==> src/rtl/regport_pkg.sv <==
package regport_pkg;

    // Byte width of the host bus and of every register slot
    localparam int BYTE_W = 8;
    // Width of two-byte destination values (duty, frequency)
    localparam int PAIR_W = 16;

    // What a write at the current address does
    typedef enum logic [2:0] {
        WK_NONE,
        WK_ASM_BYTE,
        WK_ASM_DONE,
        WK_PAIR_LO,
        WK_DUTY_HI,
        WK_FREQ_HI,
        WK_SINGLE
    } wr_kind_e;

endpackage

==> src/rtl/regport_addr.sv <==
module regport_addr #(
    parameter int ADDR_W  = 5,
    parameter int BOARD_W = 3
) (
    input  logic                      clk,
    input  logic                      rst_n,
    input  logic [BOARD_W-1:0]        board_sel,
    input  logic                      addr_stb,
    input  logic                      data_stb,
    input  logic [ADDR_W+BOARD_W-1:0] host_wdata,
    output logic [ADDR_W-1:0]         cur_addr,
    output logic                      selected,
    output logic                      xfer
);

    typedef struct packed {
        logic [ADDR_W-1:0] addr;
        logic              sel;
    } addr_st_t;

    addr_st_t st_d, st_q;

    always_comb begin
        st_d = st_q;
        xfer = 1'b0;
        if (addr_stb) begin
            // address strobe wins over a coincident data strobe
            st_d.addr = host_wdata[ADDR_W-1:0];
            st_d.sel  = (host_wdata[ADDR_W+BOARD_W-1:ADDR_W] == board_sel);
        end else if (data_stb && st_q.sel) begin
            xfer      = 1'b1;
            st_d.addr = st_q.addr + 1'b1;
        end
    end

    always_ff @(posedge clk or negedge rst_n) begin
        if (!rst_n) begin
            st_q <= '0;
        end else begin
            st_q <= st_d;
        end
    end

    assign cur_addr = st_q.addr;
    assign selected = st_q.sel;

endmodule

==> src/rtl/regport_wdec.sv <==
module regport_wdec
    import regport_pkg::*;
#(
    parameter int                  ADDR_W       = 5,
    parameter int                  AXES         = 4,
    parameter int                  ASM_BYTES    = 3,
    parameter int                  DUTY_BASE    = 16,
    parameter int                  FREQ_LO_ADDR = 29,
    parameter int                  FREQ_HI_ADDR = 30,
    parameter logic [(1<<ADDR_W)-1:0] SINGLE_MASK = 32'h9000_A018
) (
    input  logic [ADDR_W-1:0]          cur_addr,
    output wr_kind_e                   kind,
    output logic [$clog2(AXES)-1:0]    axis
);

    localparam int AX_W     = $clog2(AXES);
    localparam int DUTY_END = DUTY_BASE + 2 * AXES;

    int a;

    always_comb begin
        a    = int'(cur_addr);
        kind = WK_NONE;
        axis = '0;
        if (a < ASM_BYTES - 1) begin
            kind = WK_ASM_BYTE;
        end else if (a == ASM_BYTES - 1) begin
            kind = WK_ASM_DONE;
        end else if (a >= DUTY_BASE && a < DUTY_END) begin
            axis = AX_W'((a - DUTY_BASE) >>> 1);
            kind = (((a - DUTY_BASE) & 1) == 1) ? WK_DUTY_HI : WK_PAIR_LO;
        end else if (a == FREQ_LO_ADDR) begin
            kind = WK_PAIR_LO;
        end else if (a == FREQ_HI_ADDR) begin
            kind = WK_FREQ_HI;
        end else if (SINGLE_MASK[cur_addr]) begin
            kind = WK_SINGLE;
        end
    end

endmodule

==> src/rtl/regport_commit.sv <==
module regport_commit
    import regport_pkg::*;
#(
    parameter int ADDR_W    = 5,
    parameter int AXES      = 4,
    parameter int ASM_BYTES = 3
) (
    input  logic                       clk,
    input  logic                       rst_n,
    input  logic                       xfer,
    input  logic                       wr_en,
    input  logic [ADDR_W-1:0]          cur_addr,
    input  logic [BYTE_W-1:0]          wdata,
    input  wr_kind_e                   kind,
    input  logic [$clog2(AXES)-1:0]    axis,
    output logic [ASM_BYTES*BYTE_W-1:0] asm_value,
    output logic                       asm_commit,
    output logic [AXES-1:0]            duty_commit,
    output logic [PAIR_W-1:0]          duty_value,
    output logic                       freq_commit,
    output logic [PAIR_W-1:0]          freq_value,
    output logic                       reg_wr,
    output logic [ADDR_W-1:0]          reg_waddr,
    output logic [BYTE_W-1:0]          reg_wdata
);

    localparam int ASM_W = ASM_BYTES * BYTE_W;

    typedef struct packed {
        logic [ASM_W-1:0]  asm_r;
        logic              asm_c;
        logic [AXES-1:0]   duty_c;
        logic [PAIR_W-1:0] duty_v;
        logic              freq_c;
        logic [PAIR_W-1:0] freq_v;
        logic              reg_c;
        logic [ADDR_W-1:0] reg_a;
        logic [BYTE_W-1:0] reg_v;
    } cm_st_t;

    cm_st_t st_d, st_q;

    always_comb begin
        st_d        = st_q;
        st_d.asm_c  = 1'b0;
        st_d.duty_c = '0;
        st_d.freq_c = 1'b0;
        st_d.reg_c  = 1'b0;
        if (xfer && wr_en) begin
            unique case (kind)
                WK_ASM_BYTE, WK_ASM_DONE: begin
                    for (int i = 0; i < ASM_BYTES; i++) begin
                        if (cur_addr == ADDR_W'(i)) begin
                            st_d.asm_r[i*BYTE_W +: BYTE_W] = wdata;
                        end
                    end
                    st_d.asm_c = (kind == WK_ASM_DONE);
                end
                WK_PAIR_LO: begin
                    st_d.asm_r[BYTE_W-1:0] = wdata;
                end
                WK_DUTY_HI: begin
                    st_d.duty_c[axis] = 1'b1;
                    st_d.duty_v       = {wdata, st_q.asm_r[BYTE_W-1:0]};
                end
                WK_FREQ_HI: begin
                    st_d.freq_c = 1'b1;
                    st_d.freq_v = {wdata, st_q.asm_r[BYTE_W-1:0]};
                end
                WK_SINGLE: begin
                    st_d.reg_c = 1'b1;
                    st_d.reg_a = cur_addr;
                    st_d.reg_v = wdata;
                end
                default: begin
                end
            endcase
        end
    end

    always_ff @(posedge clk or negedge rst_n) begin
        if (!rst_n) begin
            st_q <= '0;
        end else begin
            st_q <= st_d;
        end
    end

    assign asm_value   = st_q.asm_r;
    assign asm_commit  = st_q.asm_c;
    assign duty_commit = st_q.duty_c;
    assign duty_value  = st_q.duty_v;
    assign freq_commit = st_q.freq_c;
    assign freq_value  = st_q.freq_v;
    assign reg_wr      = st_q.reg_c;
    assign reg_waddr   = st_q.reg_a;
    assign reg_wdata   = st_q.reg_v;

endmodule

==> src/rtl/regport_rdmux.sv <==
module regport_rdmux
    import regport_pkg::*;
#(
    parameter int                ADDR_W    = 5,
    parameter int                AXES      = 4,
    parameter int                ENC_W     = 24,
    parameter int                AUX_BYTES = 3,
    parameter int                ID_ADDR   = 15,
    parameter logic [BYTE_W-1:0] ID_CODE   = 8'h52
) (
    input  logic [ADDR_W-1:0]          cur_addr,
    input  logic                       selected,
    input  logic [AXES*ENC_W-1:0]      enc_pos,
    input  logic [AUX_BYTES*BYTE_W-1:0] aux_in,
    output logic [BYTE_W-1:0]          host_rdata
);

    localparam int NREG      = 1 << ADDR_W;
    localparam int ENC_BYTES = AXES * ENC_W / BYTE_W;
    localparam int AUX_BASE  = ENC_BYTES;

    logic [BYTE_W-1:0] rd_tbl [NREG];

    for (genvar g = 0; g < NREG; g++) begin : g_slot
        if (g < ENC_BYTES) begin : g_enc
            assign rd_tbl[g] = enc_pos[g*BYTE_W +: BYTE_W];
        end else if (g >= AUX_BASE && g < AUX_BASE + AUX_BYTES) begin : g_aux
            assign rd_tbl[g] = aux_in[(g-AUX_BASE)*BYTE_W +: BYTE_W];
        end else if (g == ID_ADDR) begin : g_id
            assign rd_tbl[g] = ID_CODE;
        end else begin : g_zero
            assign rd_tbl[g] = '0;
        end
    end

    assign host_rdata = selected ? rd_tbl[cur_addr] : '0;

endmodule

==> src/rtl/regport_top.sv <==
module regport_top
    import regport_pkg::*;
#(
    parameter int                ADDR_W       = 5,
    parameter int                BOARD_W      = 3,
    parameter int                AXES         = 4,
    parameter int                ENC_W        = 24,
    parameter int                AUX_BYTES    = 3,
    parameter int                DUTY_BASE    = 16,
    parameter int                FREQ_LO_ADDR = 29,
    parameter int                FREQ_HI_ADDR = 30,
    parameter int                ID_ADDR      = 15,
    parameter logic [BYTE_W-1:0] ID_CODE      = 8'h52,
    parameter logic [(1<<ADDR_W)-1:0] SINGLE_MASK = 32'h9000_A018
) (
    input  logic                        clk,
    input  logic                        rst_n,
    input  logic [BOARD_W-1:0]          board_sel,
    input  logic                        addr_stb,
    input  logic                        data_stb,
    input  logic                        wr_en,
    input  logic [BYTE_W-1:0]           host_wdata,
    input  logic [AXES*ENC_W-1:0]       enc_pos,
    input  logic [AUX_BYTES*BYTE_W-1:0] aux_in,
    output logic [BYTE_W-1:0]           host_rdata,
    output logic                        rdata_oe,
    output logic [ENC_W-1:0]            asm_value,
    output logic                        asm_commit,
    output logic [AXES-1:0]             duty_commit,
    output logic [PAIR_W-1:0]           duty_value,
    output logic                        freq_commit,
    output logic [PAIR_W-1:0]           freq_value,
    output logic                        reg_wr,
    output logic [ADDR_W-1:0]           reg_waddr,
    output logic [BYTE_W-1:0]           reg_wdata
);

    localparam int ASM_BYTES = ENC_W / BYTE_W;
    localparam int AX_W      = $clog2(AXES);

    logic [ADDR_W-1:0] cur_addr;
    logic              selected;
    logic              xfer;
    wr_kind_e          kind;
    logic [AX_W-1:0]   axis;

    regport_addr #(
        .ADDR_W (ADDR_W),
        .BOARD_W(BOARD_W)
    ) u_addr (
        .clk       (clk),
        .rst_n     (rst_n),
        .board_sel (board_sel),
        .addr_stb  (addr_stb),
        .data_stb  (data_stb),
        .host_wdata(host_wdata),
        .cur_addr  (cur_addr),
        .selected  (selected),
        .xfer      (xfer)
    );

    regport_wdec #(
        .ADDR_W      (ADDR_W),
        .AXES        (AXES),
        .ASM_BYTES   (ASM_BYTES),
        .DUTY_BASE   (DUTY_BASE),
        .FREQ_LO_ADDR(FREQ_LO_ADDR),
        .FREQ_HI_ADDR(FREQ_HI_ADDR),
        .SINGLE_MASK (SINGLE_MASK)
    ) u_wdec (
        .cur_addr(cur_addr),
        .kind    (kind),
        .axis    (axis)
    );

    regport_commit #(
        .ADDR_W   (ADDR_W),
        .AXES     (AXES),
        .ASM_BYTES(ASM_BYTES)
    ) u_commit (
        .clk        (clk),
        .rst_n      (rst_n),
        .xfer       (xfer),
        .wr_en      (wr_en),
        .cur_addr   (cur_addr),
        .wdata      (host_wdata),
        .kind       (kind),
        .axis       (axis),
        .asm_value  (asm_value),
        .asm_commit (asm_commit),
        .duty_commit(duty_commit),
        .duty_value (duty_value),
        .freq_commit(freq_commit),
        .freq_value (freq_value),
        .reg_wr     (reg_wr),
        .reg_waddr  (reg_waddr),
        .reg_wdata  (reg_wdata)
    );

    regport_rdmux #(
        .ADDR_W   (ADDR_W),
        .AXES     (AXES),
        .ENC_W    (ENC_W),
        .AUX_BYTES(AUX_BYTES),
        .ID_ADDR  (ID_ADDR),
        .ID_CODE  (ID_CODE)
    ) u_rdmux (
        .cur_addr  (cur_addr),
        .selected  (selected),
        .enc_pos   (enc_pos),
        .aux_in    (aux_in),
        .host_rdata(host_rdata)
    );

    assign rdata_oe = selected;

endmodule

==> config.mk <==
export PLATFORM = sky130hd
export DESIGN_NAME = regport_top
export DESIGN_NICKNAME = d
export VERILOG_FILES = /design/src/rtl/regport_pkg.sv /design/src/rtl/regport_addr.sv /design/src/rtl/regport_wdec.sv /design/src/rtl/regport_commit.sv /design/src/rtl/regport_rdmux.sv /design/src/rtl/regport_top.sv
export SDC_FILE = /design/constraint.sdc
export NUM_CORES = 1
export LEC_CHECK = 0
export ABC_AREA = 1
export BUFFER_PORTS_ARGS = -buffer_cell sky130_fd_sc_hd__buf_4
export CELL_PAD_IN_SITES_DETAIL_PLACEMENT = 2
export CELL_PAD_IN_SITES_GLOBAL_PLACEMENT = 2
export CORE_UTILIZATION = 22
export CTS_CLUSTER_SIZE = 8
export DETAILED_ROUTE_END_ITERATION = 6
export PLACE_DENSITY_LB_ADDON = 0.1
export SLEW_MARGIN = 20
export SYNTH_ARGS = -nofsm -noshare
export SYNTH_HDL_FRONTEND = slang
export SYNTH_HIERARCHICAL = 1
export SYNTH_SLANG_ARGS = --single-unit
==> constraint.sdc <==
create_clock -name clk -period 2.6 [get_ports clk]
set_clock_uncertainty 0.2 [all_clocks]
set_input_delay 0.52 -clock clk [delete_from_list [all_inputs] [get_ports clk]]
set_output_delay 0.52 -clock clk [all_outputs]
set_load 0.01 [all_outputs]
After elaboration in Yosys (flattened, before gate mapping):

Memories as Yosys holds them, arrays and structs flattened.
Cells that the tools add are included.

* register bits: 82
* latch bits: 0
* memory bits (writable): 0
* memory bits (read-only): 32
* bits of input ports: 136
* memories: 1

* add/sub/neg operators: 2
* multiply operators: 0
* divide/modulo/power cells: 0
* order comparisons: 7
* eq/ne operators: 13
* shifts and indexed selects: 0
* muxes and demuxes: 28
* bitwise logic cells: 1
* reductions and logical operators: 14

Memories
* (name not given): words 32, bits a word 1, read ports 1, clocked after Yosys merged registers in 0, wr ports 0, line regport_wdec.sv:37 `end else if (SINGLE_MASK[cur_addr]) begin`

Operator list (count)
* 52-bit 2-to-1 mux: 1
* 8-bit binary-select mux with 5-bit select: 1
* 8-bit 2-to-1 mux: 4
* 3-bit 2-to-1 mux: 7
* 20-bit 2-to-1 mux: 1
* 17-bit 2-to-1 mux: 1
* 8-bit one-hot mux with 2 select lines: 1
* 14-bit 2-to-1 mux: 1
* 5-bit by 2-bit equality test with 1-bit output, second input constant: 2
* 5-bit by 3-bit equality test with 1-bit output, second input constant: 2
* 5-bit 2-to-1 mux: 2
* 3-bit equality test, second input constant: 3
* 3-bit AND reduction: 3
* 3-bit by 2-bit equality test with 1-bit output, second input constant: 2
* 6-bit >= comparator, second input constant: 1
* 5-bit by 6-bit less-than comparator with 1-bit output, second input constant: 1
* 2-bit 2-to-1 mux: 3
* 5-bit NOT with 6-bit output: 1
* 2-bit AND reduction: 3
* 5-bit by 1-bit adder with 5-bit output, second input constant: 1
* 5-bit by 1-bit equality test with 1-bit output, second input constant: 1
* 5-bit >= comparator, second input constant: 1
* 5-bit zero test: 1
* 5-bit by 2-bit less-than comparator with 1-bit output, second input constant: 1
* other kinds (12): 20

Depth between registers and ports, before layout:

Gate-level depths: netlist of the first run.

* depth after elaboration: 12
* gate-level depth with buffers: 17
* depth with buffers taken out: 17

Cells and area by module:

The synthesis of the first run kept the hierarchy.

By module, submodules not included
* regport_commit: times used 1, cells each 290, area an instance 2899.0 µm², sequential area each 1901.8 µm²
* regport_rdmux: times used 1, cells each 318, area an instance 1455.1 µm², sequential area each 0.0 µm²
* regport_addr: times used 1, cells each 56, area an instance 380.4 µm², sequential area each 150.1 µm²
* regport_wdec: times used 1, cells each 41, area an instance 217.7 µm², sequential area each 0.0 µm²

Least setup slack after synthesis of the first run:

Ideal clock, no wire load.

* kind: register -> register
* start point: register u_addr.st_q, in the netlist u_addr/cur_addr[1]
* end point: register u_commit.st_q, in the netlist u_commit/reg_wdata[1]
* setup time: 0.127 ns
* arrival: 2.112 ns
* slack: 0.161 ns
* cell stages (with the launch flop): 14
* buffers on the path: 1
* period minus slack after synthesis: 2.439 ns
* path through: dfrtp_1 -> inv_1 -> ha_1 -> o21ai_1 -> nand2_1 -> nand2_1 -> nand2_1 -> a21oi_2 -> inv_2 -> nor2_4 -> nand2_2 -> buf_2 -> nand2_1 -> o21ai_0

* longest elaborated chain between the ends: 10
* elaborated cells between the ends (all ways): 17

Ends and longest elaborated chain
* start, declared: line regport_addr.sv:21 `addr_st_t st_d, st_q;`
* start signal, assigned: line regport_addr.sv:40 `st_q <= st_d;`
* memory 32 x 1 bit
* 1-bit 2-to-1 mux (implied by the code): line regport_wdec.sv:37
* 3-bit 2-to-1 mux: line regport_wdec.sv:37
* 3-bit 2-to-1 mux: line regport_wdec.sv:35 `end else if (a == FREQ_HI_ADDR) begin`
* 3-bit 2-to-1 mux: line regport_wdec.sv:33 `end else if (a == FREQ_LO_ADDR) begin`
* 3-bit 2-to-1 mux: line regport_wdec.sv:30 `end else if (a >= DUTY_BASE && a < DUTY_END) begin`
* 3-bit 2-to-1 mux: line regport_wdec.sv:28 `end else if (a == ASM_BYTES - 1) begin`
* 3-bit 2-to-1 mux (*): line regport_wdec.sv:26 `if (a < ASM_BYTES - 1) begin`
* named net kind[2]: line regport_top.sv:44 `wr_kind_e kind;`
* 3-bit equality test (*): line regport_commit.sv:50 `unique case (kind)`
* 2-bit AND reduction (no line) (*)
* end signal, assigned: line regport_commit.sv:85 `st_q <= st_d;`
* end, declared: line regport_commit.sv:41 `cm_st_t st_d, st_q;`

The timed path passes the listed nets; every way through them passes the cells marked *. The select of a mux whose other input is x is not followed.
A chain may end at the register's enable or synchronous reset.

Final worst setup path of the first run:

* start point: register u_addr.st_q, in the netlist u_addr/cur_addr[0]
* end point: output port host_rdata[1]

* longest elaborated chain between the ends: 5

Ends and longest elaborated chain
* 5-bit NOT with 6-bit output (implied by the code): line regport_rdmux.sv:36 `assign host_rdata = selected ? rd_tbl[cur_addr] : '0;`
* 8-bit binary-select mux with 5-bit select: line regport_rdmux.sv:36
* 8-bit 2-to-1 mux (implied by the code) (2 in series): line regport_rdmux.sv:36
* 8-bit 2-to-1 mux: line regport_rdmux.sv:36
* end, declared: line regport_top.sv:25 `output logic [BYTE_W-1:0] host_rdata,`

No other way between the ends. The select of a mux whose other input is x is not followed.

==> metrics.csv, run 1 <==
stage,metric,value,unit
sta,number of endpoints with negative hold slack in the final report,0,
die,area of the die,23100,sq um
cts,latest clock arrival within the worst-skew pair,0.36,ns
power_and_ir_drop,maximum vdd drop,0.000327,V
drt,Pre-antenna DRT Iters,6,
finish,diode count,0,
die,vertical extent of the die,152,microns
setup_path,Worst setup SP type,flop,
die,initial core utilization,22.6,%
flow_run,max-cap viol count,0,
die,total number of placement rows,54,
sta,Slew @ Worst Pin,0.503,ns
setup_path,cell chain of the critical path,buf_12 -> buf_12 -> or2_2 -> nand3_1 -> nand2_1 -> nand3_1 -> a21oi_2 -> buf_4,
setup_path,Crit path required time,1.88,ns
placed_design,final RePlAce weighted congestion,0.769,
worst_hold_path,worst hold-check path type,input port to flop,
cts,clock tree from TritonCTS,done,
placed_design,half-perimeter wire length after detailed placement,17.3,mm
finish,number of nets in the layout,1087,
drt,total vias in the final route,5616,
sta,slew margin rel.,66.4,%
finish,Layout Area Growth over Synthesis,55.8,%
power_and_ir_drop,Static Leak,4.08,nW
drt,via density per instance,4.56,
power_and_ir_drop,Pwr Total,4.45,mW
sta,count of final setup violators,9,
outcome,failing checks,"design-rule violations, negative setup slack",
drt,number of DRC violations after detailed routing,42,
setup_path,data arrival time of the critical path,1.95,ns
sta,setup repair after global routing missed its margin,true,
cts,H-tree level count,3,
power_and_ir_drop,pwr dens,577,nW/um^2
finish,FILL cells,2597,
synthesis,net count after synthesis,846,
sta,post-route minimum period,2.67,ns
drt,first-iteration detailed-routing DRC count,202,
setup_path,Worst Setup End Kind,primary output,
finish,ratio of cells with drive above 1 in the final layout,34.5,%
die,placeable core region,22000,sq um
grt,number of antenna violations at the first check in global routing,0,
synthesis,Synthesis Warnings,6,
drt,total length of routed wires,23.7,mm
synthesis,Synth Instances,705,
setup_path,delay of the slowest critical-path stage,0.49,ns
cts,master cell of the clock root buffer,sky130_fd_sc_hd__clkbuf_16,
sta,final period utilization,103,%
cts,count of clock tree sinks,82,
setup_path,dominant delay contributor by cell family on the critical path,simple AND/OR/NAND/NOR gates,
cts,clock buffer count from CTS,9,
cts,CTS max path bufs,2,
synthesis,Synth Cell Area,4950,sq um
setup_path,"Worst Path Class, Setup",flop to primary output,
synthesis,post-synthesis area per instance,7.02,sq um
synthesis,count of different cell masters after synthesis,31,
drt,DRT antenna net count,0,
grt,via count of the first global-routing pass,6313,
sta,top achievable clock speed,0.375,GHz
grt,all-layer global routing usage,20.3,%
setup_path,top fanout value on the critical path,8,
cts,clock-pin slew reported for the worst setup and hold paths after clock tree synthesis,0.08,ns
grt,total overflow reported by the global router,0,
placed_design,I/O Buffers,220,
die,number of placed I/O pins,221,
sta,Worst Hold Slack,0.227,ns
synthesis,share of the yosys chip area belonging to registers,41.4,%
sta,max-slew violation count,0,
grt,largest net degree at the start of global routing,47,
grt,first-pass GRT wire length,36.3,mm
setup_path,Critical path buffers and inverters,3,
sta,Final WS setup,-0.0692,ns
synthesis,Seq cells post-synth,82,
outcome,run status,"complete, but fails checks",
setup_path,Crit-path slowest cell,sky130_fd_sc_hd__dfrtp_4,
drt,routed length per placed instance,19.3,microns
die,Die Wd,152,microns
==> kinds of logic (layout without fill, tap and decap cells) <==
logic type	after synthesis	count (layout)	synth area share, %
XOR/XNOR	2	2	0.354
adder cells (fa/ha/maj)	5	5	1.26
AND/OR/NAND/NOR	411	413	35.9
flip-flops	82	82	41.4
AO/OA/AOI/OAI	89	89	9.60
buffers and inverters	116	360	11.5
==> worst reg2reg max path, cell delays in order, from the launching register on <==
cell and delay, ns:
sky130_fd_sc_hd__dfrtp_4 0.49, sky130_fd_sc_hd__buf_12 0.16, sky130_fd_sc_hd__inv_1 0.11, sky130_fd_sc_hd__ha_1 0.26, sky130_fd_sc_hd__o21ai_2 0.17, sky130_fd_sc_hd__nand3_1 0.10, sky130_fd_sc_hd__nand3_1 0.09, sky130_fd_sc_hd__nand2_1 0.07
sky130_fd_sc_hd__inv_2 0.11, sky130_fd_sc_hd__inv_2 0.07, sky130_fd_sc_hd__nand3_1 0.14, sky130_fd_sc_hd__nand2_4 0.12, sky130_fd_sc_hd__nand2_4 0.14, sky130_fd_sc_hd__buf_4 0.15, sky130_fd_sc_hd__nand3_1 0.08, sky130_fd_sc_hd__nand2_1 0.08
==> area by class of cell <==
class	count	area, sq um	share of cell area (%)
clock buffer	9	225	2.92
clock inverter	7	81.3	1.05
inverter	87	349	4.52
multi-input combinational	509	2500	32.4
sequential	82	2060	26.7
tap	280	350	4.54
timing repair buffer	257	2150	27.9
==> timing repair <==
action                                  4_1_cts  5_1_grt
hold buffers                                  1        0
pin swaps                                     9       13
resized for setup                            25       34
endpoints found under the hold margin        36        0
buffers inserted                              6       10
endpoints found under the setup margin        8       82
gates cloned                                  4        4
==> routing by layer <==
metal / global-route usage [%] / vias up / routed length, microns
met2: 37.3 / 134 / 12100
li1: - / 2700 / -
met3: 3.94 / 27 / 1150
met5: 0 / - / 0
met1: 23.9 / 2755 / 9990
met4: 5.78 / 0 / 465
==> registers in the layout, indices dropped and copies added, names as in the netlist <==
signal                cells
u_addr/cur_addr           5
u_addr/selected           1
u_commit/asm_commit       1
u_commit/asm_value       24
u_commit/duty_commit      4
u_commit/duty_value      16
u_commit/freq_commit      1
u_commit/freq_value      16
u_commit/reg_waddr        5
u_commit/reg_wdata        8
u_commit/reg_wr           1
==> cell usage in the layout (no fill, tap or decap), types with 2 or more instances in the layout <==
| cell type | count |
|---|---|
| sky130_fd_sc_hd__a21oi_1 | 7 |
| sky130_fd_sc_hd__a21oi_2 | 2 |
| sky130_fd_sc_hd__buf_12 | 7 |
| sky130_fd_sc_hd__buf_16 | 4 |
| sky130_fd_sc_hd__buf_4 | 240 |
| sky130_fd_sc_hd__buf_8 | 2 |
| sky130_fd_sc_hd__clkbuf_16 | 11 |
| sky130_fd_sc_hd__clkinv_8 | 2 |
| sky130_fd_sc_hd__dfrtp_1 | 80 |
| sky130_fd_sc_hd__ha_1 | 5 |
| sky130_fd_sc_hd__inv_1 | 74 |
| sky130_fd_sc_hd__inv_2 | 8 |
| sky130_fd_sc_hd__inv_6 | 5 |
| sky130_fd_sc_hd__inv_8 | 3 |
| sky130_fd_sc_hd__nand2_1 | 229 |
| sky130_fd_sc_hd__nand2_2 | 7 |
| sky130_fd_sc_hd__nand2_4 | 5 |
| sky130_fd_sc_hd__nand2_8 | 6 |
| sky130_fd_sc_hd__nand3_1 | 61 |
| sky130_fd_sc_hd__nand3_2 | 4 |
| sky130_fd_sc_hd__nand4_1 | 4 |
| sky130_fd_sc_hd__nor2_1 | 65 |
| sky130_fd_sc_hd__nor2_2 | 6 |
| sky130_fd_sc_hd__nor2_4 | 3 |
| sky130_fd_sc_hd__nor3_1 | 5 |
| sky130_fd_sc_hd__nor3_2 | 3 |
| sky130_fd_sc_hd__nor3_4 | 2 |
| sky130_fd_sc_hd__o211ai_1 | 10 |
| sky130_fd_sc_hd__o21ai_0 | 11 |
| sky130_fd_sc_hd__o21ai_1 | 57 |
| sky130_fd_sc_hd__or2_0 | 10 |
| sky130_fd_sc_hd__or2_2 | 2 |
==> stage by stage <==
| stage | utilization, % | TNS [ns] | setup WS [ns] | instance area (sq um) | std cells |
|---|---|---|---|---|---|
| after global placement | 31.2 | 0 | 0.149 | 6860 | 1190 |
| after detailed placement | 31.2 | 0 | 0.0377 | 6860 | 1190 |
| after floorplan | - | 0 | 0.161 | 4950 | 705 |
| after global routing | 35.1 | -4.28 | -0.166 | 7720 | 1231 |
| final | 35.1 | -0.289 | -0.0692 | 7720 | 1231 |
| after CTS | 33.9 | -0.545 | -0.0887 | 7450 | 1217 |
==> cell usage after synthesis <==
cell type | number | area, sq um
sky130_fd_sc_hd__nand3_2 | 1 | 10.0
sky130_fd_sc_hd__buf_2 | 14 | 70.1
sky130_fd_sc_hd__buf_12 | 1 | 20.0
sky130_fd_sc_hd__o21ai_0 | 14 | 70.1
sky130_fd_sc_hd__inv_4 | 1 | 6.26
sky130_fd_sc_hd__nand2_1 | 231 | 867
sky130_fd_sc_hd__xnor2_1 | 1 | 8.76
sky130_fd_sc_hd__ha_1 | 5 | 62.6
sky130_fd_sc_hd__buf_4 | 2 | 15.0
sky130_fd_sc_hd__nand2_4 | 5 | 56.3
sky130_fd_sc_hd__a21oi_1 | 8 | 40.0
sky130_fd_sc_hd__nor3_4 | 1 | 16.3
sky130_fd_sc_hd__a31oi_1 | 1 | 6.26
sky130_fd_sc_hd__or2_2 | 3 | 18.8
sky130_fd_sc_hd__buf_6 | 12 | 135
sky130_fd_sc_hd__nand4_1 | 4 | 25.0
sky130_fd_sc_hd__or2_0 | 10 | 62.6
sky130_fd_sc_hd__a21oi_2 | 1 | 8.76
sky130_fd_sc_hd__o21ai_1 | 55 | 275
sky130_fd_sc_hd__inv_1 | 77 | 289
sky130_fd_sc_hd__dfrtp_1 | 82 | 2050
sky130_fd_sc_hd__nor2_2 | 5 | 31.3
sky130_fd_sc_hd__nor2_4 | 1 | 11.3
sky130_fd_sc_hd__nor2_1 | 68 | 255
sky130_fd_sc_hd__inv_2 | 8 | 30.0
sky130_fd_sc_hd__nand3_1 | 64 | 320
sky130_fd_sc_hd__nand2_2 | 9 | 56.3
sky130_fd_sc_hd__clkinv_1 | 1 | 3.75
sky130_fd_sc_hd__nor3_1 | 9 | 45.0
sky130_fd_sc_hd__xor2_1 | 1 | 8.76
sky130_fd_sc_hd__o211ai_1 | 10 | 75.1
==> power by group <==
part	internal (mW)	total, mW	switching [mW]
Combinational	0.698	1.62	0.925
Sequential	1.38	1.49	0.108
Clock	0.687	1.33	0.647
Total	2.77	4.45	1.68
==> path summary, 6_finish.rpt <==
check	cells after the start	startpoint	slack [ns]	to
worst max-delay path	8	u_addr/cur_addr[0]$_DFFE_PN0P_	-0.07	host_rdata[1]
worst min-delay path	3	host_wdata[6]	0.23	u_commit/asm_value[6]$_DFFE_PN0P_
worst max register to register	15	u_addr/cur_addr[0]$_DFFE_PN0P_	0	u_commit/asm_value[7]$_DFFE_PN0P_
worst min register to register	2	u_commit/asm_value[11]$_DFFE_PN0P_	0.30	u_commit/asm_value[11]$_DFFE_PN0P_
max in group asynchronous	3	rst_n	1.08	u_commit/reg_wdata[7]$_DFFE_PN0P_
min in group asynchronous	2	rst_n	0.48	u_commit/freq_value[13]$_DFFE_PN0P_
No activity file was read; power rests on OpenSTA's default activity.
==> run 2, diff against run 1 <==
ABC_AREA = not set   (was 1)
CORE_UTILIZATION = 26   (was 22)
==> run 2 against run 1 <==
The flow finishes with violations (negative setup slack). Synthesized cell count shrank 46%. Flip-flop and latch count is the same. Final cell count shrank 27%. Total power shrank 7.6%. Critical path type is now flop to flop. Critical endpoint is now u_commit/reg_wdata[6]$_DFFE_PN0P_. Largest power group is now registers.
==> metrics.csv, run 2 <==
stage,metric,value,unit
outcome,run status,"complete, but fails checks",
outcome,failing checks,negative setup slack,
synthesis,post-synthesis area per instance,12.5,sq um
cts,clock tree from TritonCTS,done,
cts,CTS max path bufs,2,
synthesis,top cell types by occurrence after synthesis,"sky130_fd_sc_hd__dfrtp_1, sky130_fd_sc_hd__mux2_2, sky130_fd_sc_hd__o21ai_0",
drt,via density per instance,4.88,
sta,count of final setup violators,77,
die,area of the die,18900,sq um
finish,Multi-input gate area,2680,sq um
finish,"commonest non-fill, non-tap cells in the layout","sky130_fd_sc_hd__buf_4, sky130_fd_sc_hd__dfrtp_1, sky130_fd_sc_hd__mux2_2",
sta,final period utilization,107,%
synthesis,"synthesized-area fraction occupied by ao, oa, aoi and oai cells",11.6,%
cts,master cell of the clock root buffer,sky130_fd_sc_hd__clkbuf_16,
setup_path,reg-to-reg critical path startpoint,u_addr/cur_addr[1]$_DFFE_PN0P_,
worst_hold_path,Min-Delay Startpoint,host_wdata[0],
finish,Layout Area Growth over Synthesis,64.2,%
cts,clock-pin slew reported for the worst setup and hold paths after clock tree synthesis,0.06,ns
synthesis,proportion of netlist area held by the largest area contributor,43.1,%
synthesis,count of different cell masters after synthesis,62,
setup_path,Crit path required time,2.63,ns
synthesis,dominant combinational cell family by area after synthesis,multiplexers,
synthesis,"post-synthesis share of cell area spent on full adders, half adders and majority gates",1.31,%
synthesis,synthesized-area fraction occupied by xor and xnor cells,1.26,%
synthesis,Post-Synth Simple-Gate Area,9.66,%
power_and_ir_drop,switching pwr,1.21,mW
setup_path,"Worst Path Class, Setup",flop to flop,
setup_path,data arrival time of the critical path,2.80,ns
sta,Worst Hold Slack,0.274,ns
power_and_ir_drop,combinational share of power,33.3,%
sta,number of endpoints with negative hold slack in the final report,0,
synthesis,post-synthesis mux area share,28.4,%
synthesis,synth top area cells,"sky130_fd_sc_hd__dfrtp_1, sky130_fd_sc_hd__mux2_2, sky130_fd_sc_hd__mux2i_1",
setup_path,endpoint of the lowest-slack register-to-register path,u_commit/reg_wdata[6]$_DFFE_PN0P_,
sta,slew margin rel.,65.6,%
cts,clock buffer count from CTS,9,
finish,FILL cells,1839,
worst_hold_path,WHS Path Cells,2,
drt,first-iteration detailed-routing DRC count,100,
drt,routed length per placed instance,21.2,microns
sta,Slew @ Worst Pin,0.516,ns
die,number of placed I/O pins,221,
finish,Largest register FFs,24,
synthesis,net count after synthesis,523,
synthesis,leading area contributor after synthesis,sky130_fd_sc_hd__dfrtp_1,
sta,setup repair after global routing missed its margin,true,
drt,number of DRC violations after detailed routing,0,
power_and_ir_drop,pwr dens,525,nW/um^2
setup_path,Worst Setup End Kind,flop,
synthesis,Synth Cell Area,4770,sq um
worst_hold_path,worst hold-check path type,input port to flop,
grt,first-pass GRT wire length,27.7,mm
sta,Final WS setup,-0.172,ns
drt,Pre-antenna DRT Iters,4,
power_and_ir_drop,share of total power in sequential cells,35.1,%
finish,number of nets in the layout,803,
placed_design,final RePlAce weighted congestion,0.742,
placed_design,I/O Buffers,220,
setup_path,worst-case register-to-register setup slack,-0.17,ns
placed_design,half-perimeter wire length after detailed placement,13.9,mm
cts,latest clock arrival within the worst-skew pair,0.34,ns
die,initial core utilization,26.5,%
synthesis,most frequent cell after synthesis,sky130_fd_sc_hd__dfrtp_1,
flow_run,max-cap viol count,0,
die,total number of placement rows,49,
cts,H-tree level count,3,
finish,"most common cell after layout, fill and taps aside",sky130_fd_sc_hd__buf_4,
sta,Total Neg Setup Slack,-7.92,ns
sta,top achievable clock speed,0.361,GHz
grt,number of antenna violations at the first check in global routing,0,
grt,via count of the first global-routing pass,4875,
synthesis,main flop type after synthesis,sky130_fd_sc_hd__dfrtp_1,
synthesis,Synthesis Warnings,6,
die,placeable core region,18000,sq um
synthesis,Seq cells post-synth,82,
grt,total overflow reported by the global router,0,
synthesis,share of the yosys chip area belonging to registers,43.1,%
sta,post-route minimum period,2.77,ns
finish,register cell area after layout,2060,sq um
synthesis,share of flip-flops with an asynchronous set or reset,100,%
setup_path,Worst R2R Path Depth,9,
worst_hold_path,worst-case hold path end point,u_commit/freq_value[8]$_DFFE_PN0P_,
synthesis,Synth Instances,382,
sta,max-slew violation count,0,
drt,DRT antenna net count,0,
power_and_ir_drop,net switching fraction of the power,29.4,%
finish,ratio of cells with drive above 1 in the final layout,65.4,%
die,vertical extent of the die,137,microns
die,Die Wd,137,microns
power_and_ir_drop,Static Leak,3.81,nW
drt,total length of routed wires,19.0,mm
power_and_ir_drop,clock network fraction of design power,31.6,%
grt,largest net degree at the start of global routing,51,
power_and_ir_drop,maximum vdd drop,0.000330,V
power_and_ir_drop,internal power,2.90,mW
setup_path,launch point of the worst path,u_addr/cur_addr[1]$_DFFE_PN0P_,
cts,count of clock tree sinks,82,
synthesis,number of synthesized flops with an enable pin,0,
grt,all-layer global routing usage,19.6,%
finish,diode count,0,
setup_path,Worst setup SP type,flop,
setup_path,top fanout value on the critical path,14,
drt,total vias in the final route,4376,
## run 2: final cells by class
cell class                 instances  area share [%]
clock buffer                      10            3.05
clock inverter                     6           0.831
inverter                           5           0.240
multi-input combinational        268            34.2
sequential                        82            26.3
tap                              229            3.66
timing repair buffer             296            31.7
## run 2: worst max-delay path, stage by stage (launching register included)
cell                      delay, ns
sky130_fd_sc_hd__dfrtp_2       0.42
sky130_fd_sc_hd__buf_6         0.13
sky130_fd_sc_hd__ha_4          0.14
sky130_fd_sc_hd__or4b_4        0.46
sky130_fd_sc_hd__a31o_1        0.26
sky130_fd_sc_hd__o31ai_4       0.09
sky130_fd_sc_hd__or2b_1        0.31
sky130_fd_sc_hd__nor2_4        0.14
sky130_fd_sc_hd__buf_12        0.17
sky130_fd_sc_hd__mux2_2        0.34
## run 2: kinds of logic after synthesis
| kind of cell | after synthesis |
|---|---|
| adder cells (fa/ha/maj) | 5 |
| AND/OR/NAND/NOR | 72 |
| XOR/XNOR | 6 |
| AO/OA/AOI/OAI | 82 |
| flip-flops | 82 |
| buffers and inverters | 32 |
| multiplexers | 103 |
## run 2: stage by stage
| stage | util (%) | cell area, sq um | std cells | total power [mW] | setup slack (ns) |
|---|---|---|---|---|---|
| floorplan | - | 4810 | 382 | 2.04 | -0.141 |
| global placement | 38.6 | 6930 | 848 | 2.57 | -0.0443 |
| detailed placement | 38.6 | 6930 | 848 | 2.60 | -0.137 |
| CTS | 43.0 | 7720 | 891 | 4.12 | -0.159 |
| global route | 43.6 | 7830 | 896 | 4.30 | -0.240 |
| finish | 43.6 | 7830 | 896 | 4.11 | -0.172 |
## run 2: routing by layer
layer	global-route usage (%)	wire length (microns)	part of all wire, %
met1	22.0	7240	38
met2	36.5	10200	54
met3	4.19	1250	6.6
met4	5.86	289	1.5
met5	0	0	0
## run 2: how the worst max path moves through the flow
stage,depth (start not counted),end
after detailed placement,9,u_commit/reg_wdata[5]$_DFFE_PN0P_
final,9,u_commit/reg_wdata[6]$_DFFE_PN0P_
after global routing,8,u_commit/asm_value[20]$_DFFE_PN0P_
after global placement,9,u_commit/reg_wdata[6]$_DFFE_PN0P_
after CTS,8,u_commit/freq_value[2]$_DFFE_PN0P_
after floorplan,9,u_commit/reg_wdata[2]$_DFFE_PN0P_
## run 2: what timing repair did
item,in CTS,in global routing
hold buffers,1,0
buffers inserted,23,5
gates resized for setup,80,20
pin swaps,18,13
setup endpoints to repair,78,79
endpoints found under the hold margin,32,0
cloned,3,0
## run 2: power by group through the flow
stage | clock network [mW] | registers, mW | logic (mW)
finish | 1.30 | 1.44 | 1.37
detailed placement | 0 | 1.47 | 1.13
CTS | 1.34 | 1.44 | 1.34
global route | 1.38 | 1.46 | 1.47
global placement | 0 | 1.46 | 1.10
floorplan | 0 | 1.50 | 0.535
